--- src/rtl/psr_sync_pkg.sv ---
package psr_sync_pkg;

  localparam int unsigned REG_W      = 8;
  localparam int unsigned SYNC_POS   = 7;
  localparam int unsigned SINGLE_POS = 1;
  localparam int unsigned SHARED_POS = 0;

  // strobes from control to datapath, one set/clear pair per reset bit
  typedef struct packed {
    logic loadSync;
    logic syncVal;
    logic setSingle;
    logic clrSingle;
    logic setShared;
    logic clrShared;
  } psrStrobe_t;

endpackage

--- src/rtl/psr_sync_ctrl.sv ---
module psr_sync_ctrl
  import psr_sync_pkg::*;
#(
  parameter int unsigned SYNC_STAGES = 2
) (
  input  logic             clk,
  input  logic             rstN,
  input  logic             wrEn,
  input  logic [REG_W-1:0] wrData,
  input  logic             asyncMode,
  input  logic             asyncRstDone,
  input  logic             syncQ,
  input  logic             singleQ,
  input  logic             sharedQ,
  output psrStrobe_t       strobe,
  output logic             doneRise
);

  localparam int unsigned CHAIN_W = SYNC_STAGES + 1;

  // chain[SYNC_STAGES-1] is the synchronized level, the top bit its delayed copy
  logic [CHAIN_W-1:0] doneChain;
  logic               releaseWr;
  logic               unusedWrBits;

  always_ff @(posedge clk or negedge rstN) begin
    if (!rstN) doneChain <= '0;
    else       doneChain <= {doneChain[CHAIN_W-2:0], asyncRstDone};
  end

  assign doneRise     = doneChain[SYNC_STAGES-1] & ~doneChain[SYNC_STAGES];
  assign releaseWr    = wrEn & syncQ & ~wrData[SYNC_POS];
  assign unusedWrBits = ^wrData;

  always_comb begin
    strobe           = '0;
    strobe.loadSync  = wrEn;
    strobe.syncVal   = wrData[SYNC_POS];
    strobe.setSingle = wrEn & wrData[SINGLE_POS] & ~releaseWr;
    strobe.setShared = wrEn & wrData[SHARED_POS] & ~releaseWr;
    strobe.clrShared = releaseWr | (~syncQ & sharedQ);
    strobe.clrSingle = releaseWr | (~syncQ & singleQ & (~asyncMode | doneRise));
  end

endmodule

--- src/rtl/psr_sync_dp.sv ---
module psr_sync_dp
  import psr_sync_pkg::*;
(
  input  logic             clk,
  input  logic             rstN,
  input  psrStrobe_t       strobe,
  output logic             syncQ,
  output logic             singleQ,
  output logic             sharedQ,
  output logic [REG_W-1:0] rdData
);

  always_ff @(posedge clk or negedge rstN) begin
    if (!rstN) begin
      syncQ   <= 1'b0;
      singleQ <= 1'b0;
      sharedQ <= 1'b0;
    end else begin
      if (strobe.loadSync) syncQ <= strobe.syncVal;
      if (strobe.setSingle)      singleQ <= 1'b1;
      else if (strobe.clrSingle) singleQ <= 1'b0;
      if (strobe.setShared)      sharedQ <= 1'b1;
      else if (strobe.clrShared) sharedQ <= 1'b0;
    end
  end

  always_comb begin
    for (int i = 0; i < int'(REG_W); i++) begin
      if (i == int'(SYNC_POS))        rdData[i] = syncQ;
      else if (i == int'(SINGLE_POS)) rdData[i] = singleQ;
      else if (i == int'(SHARED_POS)) rdData[i] = sharedQ;
      else                            rdData[i] = 1'b0;
    end
  end

endmodule

--- src/rtl/psr_sync_ctl.sv ---
module psr_sync_ctl
  import psr_sync_pkg::*;
#(
  parameter int unsigned SYNC_STAGES = 2
) (
  input  logic             clk,
  input  logic             rstN,
  input  logic             wrEn,
  input  logic [REG_W-1:0] wrData,
  input  logic             asyncMode,
  input  logic             asyncRstDone,
  output logic             singleRst,
  output logic             sharedRst,
  output logic [REG_W-1:0] rdData
);

  psrStrobe_t strobe;
  logic       syncQ;
  logic       singleQ;
  logic       sharedQ;
  logic       doneRise;

  psr_sync_ctrl #(.SYNC_STAGES(SYNC_STAGES)) ctrl_i (
    .clk(clk), .rstN(rstN), .wrEn(wrEn), .wrData(wrData),
    .asyncMode(asyncMode), .asyncRstDone(asyncRstDone),
    .syncQ(syncQ), .singleQ(singleQ), .sharedQ(sharedQ),
    .strobe(strobe), .doneRise(doneRise)
  );

  psr_sync_dp dp_i (
    .clk(clk), .rstN(rstN), .strobe(strobe),
    .syncQ(syncQ), .singleQ(singleQ), .sharedQ(sharedQ), .rdData(rdData)
  );

  assign singleRst = singleQ;
  assign sharedRst = sharedQ;

endmodule

--- config.mk ---
export PLATFORM = sky130hd
export DESIGN_NAME = psr_sync_ctl
export DESIGN_NICKNAME = d
export VERILOG_FILES = /design/src/rtl/psr_sync_pkg.sv /design/src/rtl/psr_sync_ctrl.sv /design/src/rtl/psr_sync_dp.sv /design/src/rtl/psr_sync_ctl.sv
export SDC_FILE = /design/constraint.sdc
export NUM_CORES = 1
export LEC_CHECK = 0
export BUFFER_PORTS_ARGS = -buffer_cell sky130_fd_sc_hd__buf_2
export CAP_MARGIN = 20
export CORE_AREA = 2 2 39 41
export CTS_BUF_LIST = sky130_fd_sc_hd__clkbuf_8 sky130_fd_sc_hd__clkbuf_16
export CTS_CLUSTER_DIAMETER = 30
export DETAILED_ROUTE_END_ITERATION = 10
export DIE_AREA = 0 0 41 43
export MAX_ROUTING_LAYER = met4
export SYNTH_ARGS = -nofsm -noshare
export SYNTH_HDL_FRONTEND = slang
export SYNTH_SLANG_ARGS = --single-unit
--- constraint.sdc ---
create_clock -name clk -period 2.1 [get_ports clk]
set_input_delay 0.315 -clock clk [delete_from_list [all_inputs] [get_ports clk]]
set_output_delay 0.315 -clock clk [all_outputs]
set_load 0.01 [all_outputs]
# After elaboration in Yosys (flattened, before gate mapping)
# Cells that the tools add are included.
# op_classes
add_sub_neg,0
multipliers,0
div,0
magnitude_cmp,0
n_eq_ne,0
n_shift,0
mux,4
bitwise,18
reduce_logical,2
# op_table
cell,count
AND 1 bit,10
inverter 1 bit,5
2-to-1 mux 1 bit,4
nonzero test 2 bit,2
OR 1 bit,3
# word_totals
ff_bits,6
latchBits,0
ramBits,0
mem_bits_ro,0
inputBits,13
output_inout_bits,10
n_memories,0

# Depth between registers and ports, before layout
# depth
word_depth,7
ltp_mapped,3
mapped_depth_nobuf,3

# Hierarchy
# A second synthesis with hierarchy kept.
# unflattened
cells_unflattened,33
hier_area_um2,334.1
# by_module_without_submodules
module,instances,cells_each,area_per_inst_um2
psr_sync_dp,1,17,176.4
psr_sync_ctrl,1,16,157.7

# Worst setup path before layout
# Ideal clock, no wire load.
# synth_timing
kind,register -> output
start,register dp_i.singleQ
end,output rdData[1]
arrival_ns,0.566
required_time_ns,1.785
slack_ns,1.219
stages_incl_launch_ff,2
path_cell_list,dfrtp_1 -> buf_4
# synth_lines
element,line,rtl
from (decl),psr_sync_dp.sv:8,"output logic singleQ,"
from (signal assigned),psr_sync_dp.sv:16,singleQ <= 1'b0;
from (signal assigned),psr_sync_dp.sv:20,if (strobe.setSingle) singleQ <= 1'b1;
from (signal assigned),psr_sync_dp.sv:21,else if (strobe.clrSingle) singleQ <= 1'b0;
to (decl),psr_sync_ctl.sv:14,output logic [REG_W-1:0] rdData
# No word-level cell between the ends.

# Worst setup path after layout
# layout_timing
start,register dp_i.syncQ
end,output rdData[7]
# layout_lines
element,line,rtl
from (decl),psr_sync_dp.sv:7,"output logic syncQ,"
from (signal assigned),psr_sync_dp.sv:19,if (strobe.loadSync) syncQ <= strobe.syncVal;
# No word-level cell between the ends.

==> run metrics <==
status=finished, final reports clean; DRC errors left=0; Worst VDD drop=0.000398 V; r2r setup slk=1.25 ns; # Max-Cap Violations=0; CP cell instances=buf_2; Yosys warnings=0; clk buf depth=2; Die Span X=41 µm; worst hold path class=in2reg; crit share post-route=0.520; Fin Hold WS=0.202 ns; CP endpoint=rdData[7]; Cell Area, Synth=275 µm²; CP Capture Type=primary output; most frequent cells in the layout=buf_2, dfrtp_1, conb_1; pin count of the biggest net entering global routing=7; Net count, final=53; ratio of cells with drive above 1 in the final layout=0.395; Die H=approximately 43 µm; mean area per synthesized cell=approximately 11 µm²; final WL=between 400 and 500 µm; Tot GR Track Use=0.0737; Root Driver=clkbuf_8; Setup TNS Final=0 ns; post-synthesis sequential area ratio=0.545; Highest Clock Rate=915 MHz; Critical Path Stages=1; WL per Instance=8.02 µm; CP Max Fanout=5; Initial Utilization=0.199; P_leak=0.188 nW; row cnt=14; FF-to-FF End=dp_i.sharedQ; max-slew violations=0; RSZ-0062 raised after global routing=false; Area growth, synth to finish=31.4%; max incr delay on CP=0.40 ns; Antenna Nets Post-Route=0; IO Port Bufs=12; First-pass DRT Iterations=4; grt ovf=0; R2R cell count=3; ANT cells=0; Detailed Route Iter0 Violations=6; number of global-route vias before repair=185; critical path type=reg2out; Final setup viols=0; GP Congestion=0.627; Filler cells=160; Setup crit start=dp_i.syncQ; post-synthesis register bit count=6; routed vias=205; total CTS buffers=3; CTS HTree Levels=1; first-pass GRT wire length=724 µm; data arrival time of the critical path=0.78 ns; endpoints failing hold=0; crit path buf inv count=1; post-cts resize count=0; Data required, critical path=1.78 ns; crit path launch type=flop; DPL Wire Length=between 300 and 400 µm; CORE AREA=1380 µm²; Clk Latency, worst-skew pair=around 0.22 ns; TritonCTS clock tree=yes; Die Area=about 1800 µm²; Tmin final=between 1 and 1.5 ns; initial antenna violation count=0; clk sinks=6; RR Startpoint=dp_i.syncQ; vias per cell=3.80; Core Util, Final=0.261; Layout Cells excl Fill=54; hold_buf cts=1; synth unique cells=10; commonest non-fill, non-tap cell in the layout=buf_2; setup bufs post-CTS=0; CP max stage cell=dfrtp_1; power density cells=about 950 nW/µm²; dpl cells=50; total I/O pin count=23; Gate Count Post-Synth=26; cell family with most CP delay=flip-flops; clk_skew=0.00249 ns; Clock transition at path regs=0.04 ns
-- layout make-up --
type / instances / area [µm²] / area share
sequential: 6 / 150 / 0.415
multi-input combinational: 14 / 72.6 / 0.201
timing repair buffer: 13 / 70.1 / 0.194
clock buffer: 3 / 41.3 / 0.114
tap: 16 / 20.0 / 0.0554
inverter: 2 / 7.51 / 0.0208
-- layer usage --
metal,wire (µm),GRT usage,up-vias,part of all wire
met5,0,-,-,0
met4,0,0.0600,0,0
met3,64,0.0785,0,0.15
met2,204,0.0875,12,0.47
met1,164,0.0627,96,0.38
li1,-,-,97,-
-- report_power, final --
part           switching [mW]  internal, mW  total (mW)
logic                  0.0235        0.0191      0.0426
registers             0.00654         0.126       0.132
clock network          0.0457         0.123       0.168
-- logic make-up (layout without fill, tap and decap cells) --
logic type	Yosys count	count (layout)	synth area share
AO/OA/AOI/OAI	6	6	0.145
buffers and inverters	10	18	0.245
flip-flops	6	6	0.545
other	1	5	0.0136
AND/OR/NAND/NOR	3	3	0.0500
-- Yosys cell counts --
master    n  area, µm²
o211ai_1  2       15.0
inv_1     2       7.51
nand2_1   2       7.51
o21ai_1   1       5.00
o21ai_0   1       5.00
nor2b_1   1       6.26
a22oi_1   2       15.0
dfrtp_1   6        150
buf_4     8       60.1
conb_1    1       3.75
-- registers in the layout (all words and copies together), names as in the netlist --
register / cells
ctrl_i.doneChain: 3
dp_i.sharedQ: 1
dp_i.singleQ: 1
dp_i.syncQ: 1
-- worst min path at each step --
stage                     cells past startpoint  slack (ns)         start                  end
after detailed placement                      1        0.15          rstN         dp_i.singleQ
after global placement                        1        0.14          rstN         dp_i.singleQ
after global routing                          1        0.19  asyncRstDone  ctrl_i.doneChain[0]
after CTS                                     1        0.20  asyncRstDone  ctrl_i.doneChain[0]
final                                         1        0.20  asyncRstDone  ctrl_i.doneChain[0]
after floorplan                               0        0.02          rstN  ctrl_i.doneChain[0]
-- metrics by stage --
step           power (mW)  instance area, µm²  setup slack [ns]
6_report            0.344                 362              1.01
5_1_grt             0.369                 362             0.964
2_1_floorplan       0.169                 290              1.22
3_5_place_dp        0.176                 310              1.24
4_1_cts             0.355                 362             0.993
3_3_place_gp        0.175                 310              1.24
Note: power is estimated with default switching activity, not from simulation.
